**src/rtl/spi_stat_pkg.sv**
```systemverilog
package spi_stat_pkg;
  localparam int STAT_W = 32;
  localparam int NFLAG  = 5;

  // flag slots
  localparam int F_EOQ   = 0;
  localparam int F_UFL   = 1;
  localparam int F_FILL  = 2;
  localparam int F_OFL   = 3;
  localparam int F_DRAIN = 4;

  // vector index of each flag in the status word (index 31 is the MSB)
  localparam int FLAG_POS [NFLAG] = '{28, 27, 25, 19, 17};
  // lowest vector index of the TX counter field
  localparam int POS_CNT_LO = 12;
endpackage

```
**src/rtl/spi_stat_flag.sv**
```systemverilog
module spi_stat_flag (
  input  logic clk,
  input  logic rst_ni,
  input  logic set_i,
  input  logic clr_i,
  output logic q_o
);
  logic q_d;
  logic q_en;

  always_comb begin
    q_en = set_i | clr_i;
    q_d  = set_i;          // set wins; otherwise the clear drives zero
  end

  always_ff @(posedge clk or negedge rst_ni) begin
    if (!rst_ni)   q_o <= 1'b0;
    else if (q_en) q_o <= q_d;
  end

  AST_SET_WINS: assert property (@(posedge clk) disable iff (!rst_ni)
    set_i |=> q_o);
  AST_CLR_TAKES: assert property (@(posedge clk) disable iff (!rst_ni)
    (clr_i && !set_i) |=> !q_o);
endmodule

```
**src/rtl/spi_stat_txcnt.sv**
```systemverilog
module spi_stat_txcnt #(
  parameter int CNT_W = 4
) (
  input  logic             clk,
  input  logic             rst_ni,
  input  logic             push_i,
  input  logic             pop_i,
  output logic [CNT_W-1:0] cnt_o
);
  localparam logic [CNT_W-1:0] CNT_MAX = {CNT_W{1'b1}};

  logic [CNT_W-1:0] cnt_d;
  logic             cnt_en;

  always_comb begin
    cnt_d  = cnt_o;
    cnt_en = 1'b0;
    if (push_i && !pop_i && cnt_o != CNT_MAX) begin
      cnt_d  = cnt_o + 1'b1;
      cnt_en = 1'b1;
    end else if (pop_i && !push_i && cnt_o != '0) begin
      cnt_d  = cnt_o - 1'b1;
      cnt_en = 1'b1;
    end
  end

  always_ff @(posedge clk or negedge rst_ni) begin
    if (!rst_ni)     cnt_o <= '0;
    else if (cnt_en) cnt_o <= cnt_d;
  end

  AST_CNT_SATURATE: assert property (@(posedge clk) disable iff (!rst_ni)
    (cnt_o == CNT_MAX && push_i && !pop_i) |=> cnt_o == CNT_MAX);
  AST_CNT_FLOOR: assert property (@(posedge clk) disable iff (!rst_ni)
    (cnt_o == '0 && pop_i && !push_i) |=> cnt_o == '0);
  AST_CNT_BOTH_HOLD: assert property (@(posedge clk) disable iff (!rst_ni)
    (push_i && pop_i) |=> $stable(cnt_o));
endmodule

```
**src/rtl/spi_stat_flags.sv**
```systemverilog
module spi_stat_flags
  import spi_stat_pkg::*;
#(
  parameter int CNT_W = 4
) (
  input  logic              clk,
  input  logic              rst_n,
  input  logic              slave_mode,
  input  logic              run_go,
  input  logic              run_halt,
  input  logic              eoq_done,
  input  logic              xfer_start,
  input  logic              tx_push,
  input  logic              tx_pop,
  input  logic              tx_full,
  input  logic              tx_empty,
  input  logic              rx_full,
  input  logic              rx_shift_full,
  input  logic              rx_empty,
  input  logic              dma_tx_ack,
  input  logic              dma_rx_ack,
  input  logic              wr_en,
  input  logic [STAT_W-1:0] wr_data,
  input  logic              fill_req_en,
  input  logic              drain_req_en,
  output logic [STAT_W-1:0] status,
  output logic              running,
  output logic              fill_req,
  output logic              drain_req
);
  // reset: asserted asynchronously, released on the clock
  logic [1:0] rst_pipe;
  logic       rst_q;

  always_ff @(posedge clk or negedge rst_n) begin
    if (!rst_n) rst_pipe <= '0;
    else        rst_pipe <= {rst_pipe[0], 1'b1};
  end
  assign rst_q = rst_pipe[1];

  // flag set and clear terms
  logic [NFLAG-1:0] flag_set;
  logic [NFLAG-1:0] flag_clr;
  logic [NFLAG-1:0] flag_q;

  always_comb begin
    flag_set          = '0;
    flag_set[F_EOQ]   = eoq_done & ~slave_mode;
    flag_set[F_UFL]   = xfer_start & slave_mode & tx_empty;
    flag_set[F_FILL]  = ~tx_full;
    flag_set[F_OFL]   = xfer_start & rx_full & rx_shift_full;
    flag_set[F_DRAIN] = ~rx_empty;
    for (int i = 0; i < NFLAG; i++) begin
      flag_clr[i] = wr_en & wr_data[FLAG_POS[i]];
    end
    flag_clr[F_FILL]  = flag_clr[F_FILL]  | (dma_tx_ack & tx_full);
    flag_clr[F_DRAIN] = flag_clr[F_DRAIN] | (dma_rx_ack & rx_empty);
  end

  for (genvar g = 0; g < NFLAG; g++) begin : g_flag
    spi_stat_flag flag_i (
      .clk    (clk),
      .rst_ni (rst_q),
      .set_i  (flag_set[g]),
      .clr_i  (flag_clr[g]),
      .q_o    (flag_q[g])
    );
  end

  // TX entry counter
  logic [CNT_W-1:0] tx_cnt;

  spi_stat_txcnt #(.CNT_W(CNT_W)) txcnt_i (
    .clk    (clk),
    .rst_ni (rst_q),
    .push_i (tx_push),
    .pop_i  (tx_pop),
    .cnt_o  (tx_cnt)
  );

  // running bit
  logic run_d;
  logic run_en;

  always_comb begin
    run_en = flag_set[F_EOQ] | run_go | run_halt;
    if (flag_set[F_EOQ]) run_d = 1'b0;
    else if (run_go)     run_d = 1'b1;
    else                 run_d = 1'b0;
  end

  always_ff @(posedge clk or negedge rst_q) begin
    if (!rst_q)      running <= 1'b0;
    else if (run_en) running <= run_d;
  end

  // registered requests
  logic fill_req_d;
  logic drain_req_d;

  always_comb begin
    fill_req_d  = flag_q[F_FILL]  & fill_req_en;
    drain_req_d = flag_q[F_DRAIN] & drain_req_en;
  end

  always_ff @(posedge clk or negedge rst_q) begin
    if (!rst_q) begin
      fill_req  <= 1'b0;
      drain_req <= 1'b0;
    end else begin
      fill_req  <= fill_req_d;
      drain_req <= drain_req_d;
    end
  end

  // status word
  always_comb begin
    status = '0;
    for (int i = 0; i < NFLAG; i++) begin
      status[FLAG_POS[i]] = flag_q[i];
    end
    status[POS_CNT_LO +: CNT_W] = tx_cnt;
  end

  AST_EOQ_SLAVE_QUIET: assert property (@(posedge clk) disable iff (!rst_q)
    (slave_mode && !flag_q[F_EOQ]) |=> !flag_q[F_EOQ]);
  AST_EOQ_HALTS_RUN: assert property (@(posedge clk) disable iff (!rst_q)
    (eoq_done && !slave_mode) |=> !running);
  AST_UFL_MASTER_QUIET: assert property (@(posedge clk) disable iff (!rst_q)
    (!slave_mode && !flag_q[F_UFL]) |=> !flag_q[F_UFL]);
  AST_OFL_NEEDS_BOTH: assert property (@(posedge clk) disable iff (!rst_q)
    (!rx_shift_full && !flag_q[F_OFL]) |=> !flag_q[F_OFL]);
  AST_FILL_LEVEL: assert property (@(posedge clk) disable iff (!rst_q)
    !tx_full |=> flag_q[F_FILL]);
  AST_DRAIN_LEVEL: assert property (@(posedge clk) disable iff (!rst_q)
    !rx_empty |=> flag_q[F_DRAIN]);
  AST_FILL_NO_WRITE_KEEPS: assert property (@(posedge clk) disable iff (!rst_q)
    (!wr_en && !dma_tx_ack && flag_q[F_FILL]) |=> flag_q[F_FILL]);
  AST_FILL_REQ_GATED: assert property (@(posedge clk) disable iff (!rst_q)
    !fill_req_en |=> !fill_req);
  AST_DRAIN_REQ_GATED: assert property (@(posedge clk) disable iff (!rst_q)
    !drain_req_en |=> !drain_req);
endmodule

```
**config.mk**
```make
export PLATFORM = sky130hd
export DESIGN_NAME = spi_stat_flags
export DESIGN_NICKNAME = d
export VERILOG_FILES = /design/src/rtl/spi_stat_pkg.sv /design/src/rtl/spi_stat_flag.sv /design/src/rtl/spi_stat_txcnt.sv /design/src/rtl/spi_stat_flags.sv
export SDC_FILE = /design/constraint.sdc
export NUM_CORES = 1
export LEC_CHECK = 0
export BUFFER_PORTS_ARGS = -buffer_cell sky130_fd_sc_hd__buf_2
export CAP_MARGIN = 20
export CELL_PAD_IN_SITES_DETAIL_PLACEMENT = 1
export CELL_PAD_IN_SITES_GLOBAL_PLACEMENT = 1
export CORE_MARGIN = 1
export CORE_UTILIZATION = 25
export CTS_CLUSTER_SIZE = 8
export DETAILED_ROUTE_END_ITERATION = 8
export MAX_ROUTING_LAYER = met4
export PLACE_DENSITY = 0.94
export SETUP_SLACK_MARGIN = 0.4
export SYNTH_ARGS = -nofsm -noshare
export SYNTH_HDL_FRONTEND = slang
export SYNTH_SLANG_ARGS = --single-unit
```
**constraint.sdc**
```tcl
create_clock -name clk -period 1.7 [get_ports clk]
set_input_delay 0.34 -clock clk [delete_from_list [all_inputs] [get_ports clk]]
set_output_delay 0.34 -clock clk [all_outputs]
set_load 0.05 [all_outputs]
```
; ---- Yosys cells after proc, flatten, opt, wreduce, memory -nomap -nowiden
; Index checks and enable logic that the tools add are counted.
[classes]
reduce_logical = 9
addsub = 2
bitwise_logic = 26
n_mux = 6
n_eq_ne = 1
[ops]
columns = cell, n
row1 = bitwise AND 1 bit, 14
row2 = bitwise OR 1 bit, 9
row3 = two-way mux 4 bit, 2
row4 = adder 4 x 1 -> 4 bit (second input constant), 1
row5 = logical AND 1 bit, 4
row6 = two-way mux 1 bit, 4
row7 = inequality test 4 bit (second input constant), 1
row8 = nonzero test 4 bit, 1
row9 = subtractor 4 x 1 -> 4 bit (second input constant), 1
row10 = NOT 1 bit, 3
row11 = logical NOT 1 bit, 2
row12 = AND reduction 2 bit, 1
row13 = nonzero test 2 bit, 1
[totals]
in_bits = 51
wordCells = 54
regBits = 14

; ---- Depth between registers and ports, before layout
; Gate-level depths: netlist of run 1.
[logic_depth]
depth_word = 6
ltp_mapped = 7
mapped_depth_nobuf = 7

; ---- Modules after synthesis
; From an unflattened synthesis of run 1, not the netlist that was laid out.
[hier_totals]
hier_cells = 80
hier_area_um2 = 852.1
[by_module_without_submodules]
columns = module, cells_per_inst, area_each_um2, seq_area_each_um2, instances
row1 = spi_stat_flags, 45, 414.1, 125.1, 1
row2 = spi_stat_txcnt, 20, 256.5, 100.1, 1
row3 = spi_stat_flag, 3, 36.3, 25.0, 5

; ---- Least setup slack after synthesis of run 1
; No wires, ideal clock.
[synth_timing]
kind = flip-flop to flip-flop
from = register txcnt_i.cnt_o[0]
to = register txcnt_i.cnt_o[3]
t_arrival_ns = 2.010
slack_ns = -0.392
period_less_slack_ns = 2.092
setup_time_ns = 0.082
path_buffers = 0
path_stages_with_launch = 8
path_cell_list = dfrtp_1 nand4_1 nand3b_1 ha_1 a21o_2 a21oi_1 mux2i_1 xor2_1
[synth_between]
elab_chain_cells = 5
elab_cells_between_ends = 12
cone_classes = add/sub: 2 / eq/ne: 1 / mux: 4 / reduce/logical: 5
[synth_lines]
columns = item, line
row1 = from (decl), spi_stat_txcnt.sv:8  ; output logic [CNT_W-1:0] cnt_o
row2 = from (signal assigned), spi_stat_txcnt.sv:29  ; else if (cnt_en) cnt_o <= cnt_d;
row3 = "parallel branches: the longest is 5 deep, another holds subtractor 4 x 1 -> 4 bit", n/a
; Several ways; the timed one is not identified. The select of a mux whose other input is x is not followed.
; A chain may end at the register's enable or synchronous reset.

; ---- Worst setup path in the final report of run 1
[layout_timing]
from = register txcnt_i.cnt_o[2]
to = register txcnt_i.cnt_o[2]
; Same word-level chain as after synthesis.

==> impl_results.md, run 1 <==
- Leak: 0.6190 nW
- Power per cell area: ~1600 nW/um^2
- Total wire length: between 1500 and 2000 um
- Sequential power share: 0.242
- Crit-path slowest cell: or4_4
- # setup viols final: 3
- Gp weighted congestion: roughly 0.69
- Final Hold Viols: 0
- Top cells by count, synth: buf_4, dfrtp_1, nand2_1, nand3b_1, xor2_1
- Most instantiated library cell after synthesis: buf_4
- Ports: 86
- Cell family with most CP delay: simple AND/OR/NAND/NOR gates
- Ant. Diodes: 0
- Setup Crit Path Kind: flop to flop
- Htree depth: 1
- Setup crit end kind: flop
- Fin Hold WS: between 0.15 and 0.2 ns
- Predominant post-synthesis flop cell: dfrtp_1
- Startpoint Class: flop
- Initial DRC Count: 11
- CTS Buffer Depth: 2
- Worst-path clk slew: 0.09 ns
- FF+latch count, synth: 14
- Sequential cell area: 355.3 um^2
- CTS sink cnt: 14
- CP max FO: 3
- Post-Synthesis Cell Area: 824.5 um^2
- Antenna Nets Post-Route: 0
- Post-route clock period utilization: 1.045
- Mapped Cells: 78
- Synthesized area per cell: 10.57 um^2
- Fmax: 562.8 MHz
- Clock latency on the worst-skew pair: 0.27 ns
- Final WS setup: -0.07692 ns
- Worst vdd ir: between 0.0009 and 0.001 V
- Status: finished with violations
- TritonCTS clock tree: yes
- Share of layout cells above drive strength 1: 0.5200
- Die area: 3532 um^2
- Sum of net half-perimeters after detailed placement: 1333 um
- Count of cell types in the netlist: 22
- DP Worst Slack: -0.05411 ns
- Setup Skew: 0.007432 ns
- Worst path required time: 1.86 ns
- Vias/cell: 3.680
- Net switching power: 785.6 uW
- Asr flop ratio synth: 1.000
- Rows: 20
- CP cell instances: buf_4 > buf_6 > or4_4 > nand3b_4 > nand2_4 > mux2_4
- Post-synthesis sequential area ratio: 0.4249
- Largest net degree at the start of global routing: 13
- Clk pwr share: 0.128
- Max stage delay on crit path: 0.53 ns
- Power Internal: 1.076 mW
- Sum of buffers and inverters on the critical path: 2
- Switching portion of total power: 0.4220
- Max Cap Violations: 0
- Initial Utilization: 0.2657
- Core box area: a little over 3000 um^2
- Synth warnings: 0
- Worst Hold Class: flop to asynchronous set/reset pin
- Comb power frac: 0.630
- Routed vias: 622
- Area growth, synth to finish: 42.94%
- EDFF count, synth: 0
- Die Y: roughly 59 um
- Root buf cell: clkbuf_4
- Die X: 59.43 um
- Post-synth top area share: 0.4249
- Post-route setup TNS: -0.1968 ns
- Area of the multi-input gates: 386.6 um^2
- Filler cells: 398
- RSZ-0062 raised after global routing: true
- Global-route wire length before repair: ~2700 um
- Remaining Overflow, GRT: 0
- Largest cells by area after synthesis: dfrtp_1, buf_4, nand2_1, xor2_1, ha_1
- Violated checks: setup timing
- Synth area leader: dfrtp_1
- Total iterations of the first detailed-routing run: 2
- Reg2Reg Setup Slack: -0.08 ns
- Post-layout min period: about 1.8 ns
- Wire per inst: 10.17 um
- Port bufs: 35
- Final net count: 180
- GRT Total Usage: 0.1064
- Critical Path AT: between 1.5 and 2 ns
- Initial antenna violation count: 0
- Vias in the first global route: 664
- TritonCTS Buffers: 3
- # DRC: 0
- Final slew viol count: 0
kinds of logic (layout without fill, tap and decap cells):
kind of cell	after synthesis	count (layout)	synth area share
other	2	24	0.009108
AOI/OAI and AO/OA	6	6	0.05615
DFF	14	14	0.4249
buffers and inverters	29	54	0.2595
adders and majority gates	3	3	0.05462
and+or+nand+nor	18	18	0.1244
muxes	3	3	0.03945
xor gates and xnor gates	3	3	0.03187
area by class of cell:
cell class	count	share of cell area
clock buffer	4	0.03079
tap	44	0.04671
inverter	1	0.003185
sequential	14	0.3015
timing repair buffer	49	0.2898
multi-input combinational	57	0.3280
per-stage QoR:
| step | power, mW | cells | util | cell area (um^2) |
|---|---|---|---|---|
| global placement | 1.286 | 158 | 0.3198 | 992.2 |
| finish | 1.862 | 169 | 0.3798 | 1179 |
| floorplan | 1.130 | 100 | - | 919.6 |
| detailed placement | 1.306 | 158 | 0.3198 | 992.2 |
| CTS | 1.774 | 165 | 0.3653 | 1134 |
| global route | 1.992 | 169 | 0.3798 | 1179 |
routing by layer:
layer,track usage,vias up,wire length (um)
met5,-,-,0
met4,0.03061,0,0
met3,0.02838,0,138
met2,0.2071,30,969
met1,0.1000,295,611
li1,-,297,-
layout by cell type (no fill, tap or decap), drive strengths merged, types with 2 or more instances in the layout:
cell / instances
clkbuf: 4
ha: 2
mux2: 2
nand3b: 4
dfrtp: 14
conb: 24
a21oi: 2
a32o: 2
a21o: 2
nand2: 8
and2: 2
buf: 48
xor2: 3
power by group through the flow:
| stage | clock network (mW) | registers (mW) | logic, mW |
|---|---|---|---|
| after floorplan | 0 | 0.688 | 0.442 |
| after global placement | 0 | 0.461 | 0.825 |
| after detailed placement | 0 | 0.468 | 0.838 |
| after CTS | 0.247 | 0.457 | 1.07 |
| after global routing | 0.271 | 0.459 | 1.26 |
| final | 0.239 | 0.451 | 1.17 |
what timing repair did:
action	in CTS	in global routing
hold endpoints to repair	2	0
pin swaps	4	5
endpoints found under the setup margin	8	8
resized for setup	19	4
hold buffers	1	0
setup buffers	2	4
path summary, 6_finish.rpt:
check / startpoint / cells after the start / to
max: txcnt_i.cnt_o[2] / 6 / txcnt_i.cnt_o[2]
min: rst_pipe[1] / 0 / g_flag[2].flag_i.q_o
max reg2reg: txcnt_i.cnt_o[2] / 6 / txcnt_i.cnt_o[2]
min reg2reg: rst_pipe[1] / 0 / g_flag[2].flag_i.q_o
max in group asynchronous: rst_pipe[1] / 0 / txcnt_i.cnt_o[2]
min in group clk: tx_full / 2 / g_flag[2].flag_i.q_o
state kept, by name, summed over array words and instances (netlist names):
signal	cells
running	1
txcnt_i.cnt_o	4
g_flag.flag_i.q_o	5
rst_pipe	2
fill_req	1
drain_req	1
Power figures use the tool's default switching activity.
==> inputs of run 2 (changes only) <==
CELL_PAD_IN_SITES_GLOBAL_PLACEMENT = 2   (was 1)
CORE_UTILIZATION = 18   (was 25)
PLACE_DENSITY = 0.91   (was 0.94)
==> impl_results.md, run 2 (synthesis gave the netlist of run 1 again) <==
- Worst path required time: 1.86 ns (about the same)
- # setup viols final: 1 (-2)
- Worst Hold Class: flop to asynchronous set/reset pin
- Power Internal: 1.172 mW (+8.9%)
- Antenna Nets Post-Route: 0 (unchanged)
- Setup Skew: 0.0007362 ns (-0.006696 ns)
- Rows: 24 (+20%)
- Vias in the first global route: 613 (-7.7%)
- Startpoint Class: flop
- Post-layout min period: 1.747 ns (-0.02952 ns)
- GR Util met3: 0.005814 (-0.02257)
- Core box area: 4384 um^2 (+41%)
- Final Hold Viols: 0 (unchanged)
- Share of layout cells above drive strength 1: 0.5159 (-0.004127)
- Worst vdd ir: 0.0003857 V (-59%)
- Ports: 86 (unchanged)
- Clock latency on the worst-skew pair: 0.24 ns (-0.03 ns)
- Area post-placement: 1017 um^2 (+2.5%)
- Remaining Overflow, GRT: 0 (unchanged)
- Max Cap Violations: 0 (unchanged)
- Total iterations of the first detailed-routing run: 3 (+1)
- Area of the multi-input gates: 385.4 um^2 (-0.32%)
- Final net count: 181 (+0.56%)
- Power per cell area: 1646 nW/um^2 (+4.2%)
- RSZ-0062 raised after global routing: true
- Violated checks: setup timing
- Critical Path Source: txcnt_i.cnt_o[3]
- Ant. Diodes: 0 (unchanged)
- Worst r2r src: txcnt_i.cnt_o[3]
- Fin area: 1206 um^2 (+2.3%)
- Met2 Usage GRT: 0.1402 (-0.06683)
- Final WS setup: -0.04739 ns (+0.02952 ns)
- Die area: 4855 um^2 (+37%)
- Total wire length: 1739 um (+1.2%)
- TritonCTS Buffers: 3 (unchanged)
- Die Y: 69.68 um (+17%)
- Htree depth: 1 (unchanged)
- Vias/cell: 3.511 (-4.6%)
- Global-route wire length before repair: 2801 um (+5.2%)
- Root buf cell: clkbuf_8
- Non-Filler Instances: 178 (+5.3%)
- Wire per inst: 9.770 um (-4.0%)
- Final slew viol count: 0 (unchanged)
- GRT Total Usage: 0.07513 (-0.03126)
- Largest net degree at the start of global routing: 13 (unchanged)
- Max stage delay on crit path: 0.40 ns (-0.13 ns)
- Max FFs per register: 5 (unchanged)
- Leak: 0.6251 nW (+0.99%)
- Area growth, synth to finish: 46.28%
- TritonCTS clock tree: yes
- CP max FO: 2 (-1)
- Status: finished with violations
- DP Worst Slack: -0.07126 ns (-0.01715 ns)
- Initial DRC Count: 31 (+20)
- Cell depth of the worst flop-to-flop path: 7 (+1)
- Reg2Reg Setup Slack: -0.05 ns (+0.03 ns)
- Biggest register: g_flag.flag_i.q_o
- Grt met1 use: 0.07797 (-0.02203)
- Fmax: 572.3 MHz (+1.7%)
- Port bufs: 35 (unchanged)
- Final core occ: 0.2751 (-0.1047)
- Initial antenna violation count: 0 (unchanged)
- Critical Path AT: 1.91 ns (-0.02 ns)
- CTS sink cnt: 14 (unchanged)
- Sequential cell area: 355.3 um^2 (unchanged)
- Setup Crit Path Kind: flop to flop
- Setup crit end kind: flop
- Gp weighted congestion: 0.7392 (+7.2%)
- Switching portion of total power: 0.4097 (-0.01229)
- Routed vias: 625 (+0.48%)
- Die X: 69.68 um (+17%)
- Crit-path slowest cell: dfrtp_2
- CTS Buffer Depth: 2 (unchanged)
- # DRC: 0 (unchanged)
- Placed cells: 168 (+6.3%)
- Commonest non-fill, non-tap cell in the layout: buf_2
- Sequential power share: 0.232 (-0.010)
- Sum of net half-perimeters after detailed placement: 1355 um (+1.7%)
- Reg2reg end: txcnt_i.cnt_o[3]
- Initial Utilization: 0.1881 (-0.07766)
- Worst-path clk slew: 0.06 ns (-0.03 ns)
- Biggest regs: g_flag.flag_i.q_o: 5 flops, txcnt_i.cnt_o: 4 flops, rst_pipe: 2 flops
- Clk pwr share: 0.158 (+0.030)
- Comb power frac: 0.610 (-0.020)
- Post-route setup TNS: -0.04739 ns (+0.1494 ns)
- Gr busiest metal: met2
- Filler cells: 518 (+30%)
- Net switching power: 813.1 uW (+3.5%)
- CP cell instances: nand4_1 > nand3b_1 > ha_1 > a21o_2 > a21oi_4 > mux2i_1 > xor2_1
- Post-route clock period utilization: 1.028 (-0.01737)
- Most frequent cells in the layout: buf_2, conb_1, buf_4
-- run 2: cell count changes in the layout (fill, tap and decap cells not counted) --
cell	change
buf_4	+3
a21oi_2	-1
nand2_4	-1
a21oi_4	+1
mux2_4	-1
nand2_2	+1
clkbuf_8	+3
mux2_1	+1
buf_6	-2
clkbuf_4	-3
-- run 2: worst max path at each step --
stage | endpoint | slack, ns
after floorplan | txcnt_i.cnt_o[3] | -0.20
after global placement | txcnt_i.cnt_o[3] | -0.02
after detailed placement | txcnt_i.cnt_o[2] | -0.07
after CTS | txcnt_i.cnt_o[3] | -0.05
after global routing | txcnt_i.cnt_o[3] | -0.13
final | txcnt_i.cnt_o[3] | -0.05
-- run 2: worst max-delay path: cells and delay by family, from the launching register on --
kind	cells	cell delay, ns
AOI/OAI and AO/OA	2	0.36
adders and majority gates	1	0.29
DFF	1	0.40
xor gates and xnor gates	1	0.15
muxes	1	0.24
and+or+nand+nor	2	0.22
-- run 2: per-stage QoR --
stage / hold WS [ns] / power (mW)
3_5_place_dp: 0.1270 / 1.346
4_1_cts: 0.2280 / 1.860
3_3_place_gp: 0.1256 / 1.314
5_1_grt: 0.2503 / 2.098
2_1_floorplan: 0.04441 / 1.130
6_report: 0.1970 / 1.985
-- run 2: layout make-up --
cell class                 count  share of cell area
sequential                    14              0.2946
multi-input combinational     57              0.3195
clock buffer                   4             0.04564
tap                           52             0.05394
inverter                       1            0.003112
timing repair buffer          50              0.2832
-- run 2: timing repair --
| item | CTS | global route |
|---|---|---|
| pin swaps | 4 | 3 |
| gates resized for setup | 15 | 5 |
| setup endpoints to repair | 7 | 8 |
| endpoints found under the hold margin | 2 | 0 |
| hold buffers | 1 | 0 |
| setup buffers | 2 | 3 |
-- run 2: layer usage --
metal	wire [um]	vias to the layer above
li1	-	302
met1	614	295
met2	1024	28
met3	100	0
met4	0	0
met5	0	-
-- run 2: power groups by stage --
stage	clock network, mW	registers [mW]	logic, mW
5_1_grt	0.347	0.471	1.28
3_5_place_dp	0	0.469	0.877
2_1_floorplan	0	0.688	0.442
3_3_place_gp	0	0.464	0.850
6_report	0.314	0.460	1.21
4_1_cts	0.330	0.458	1.07
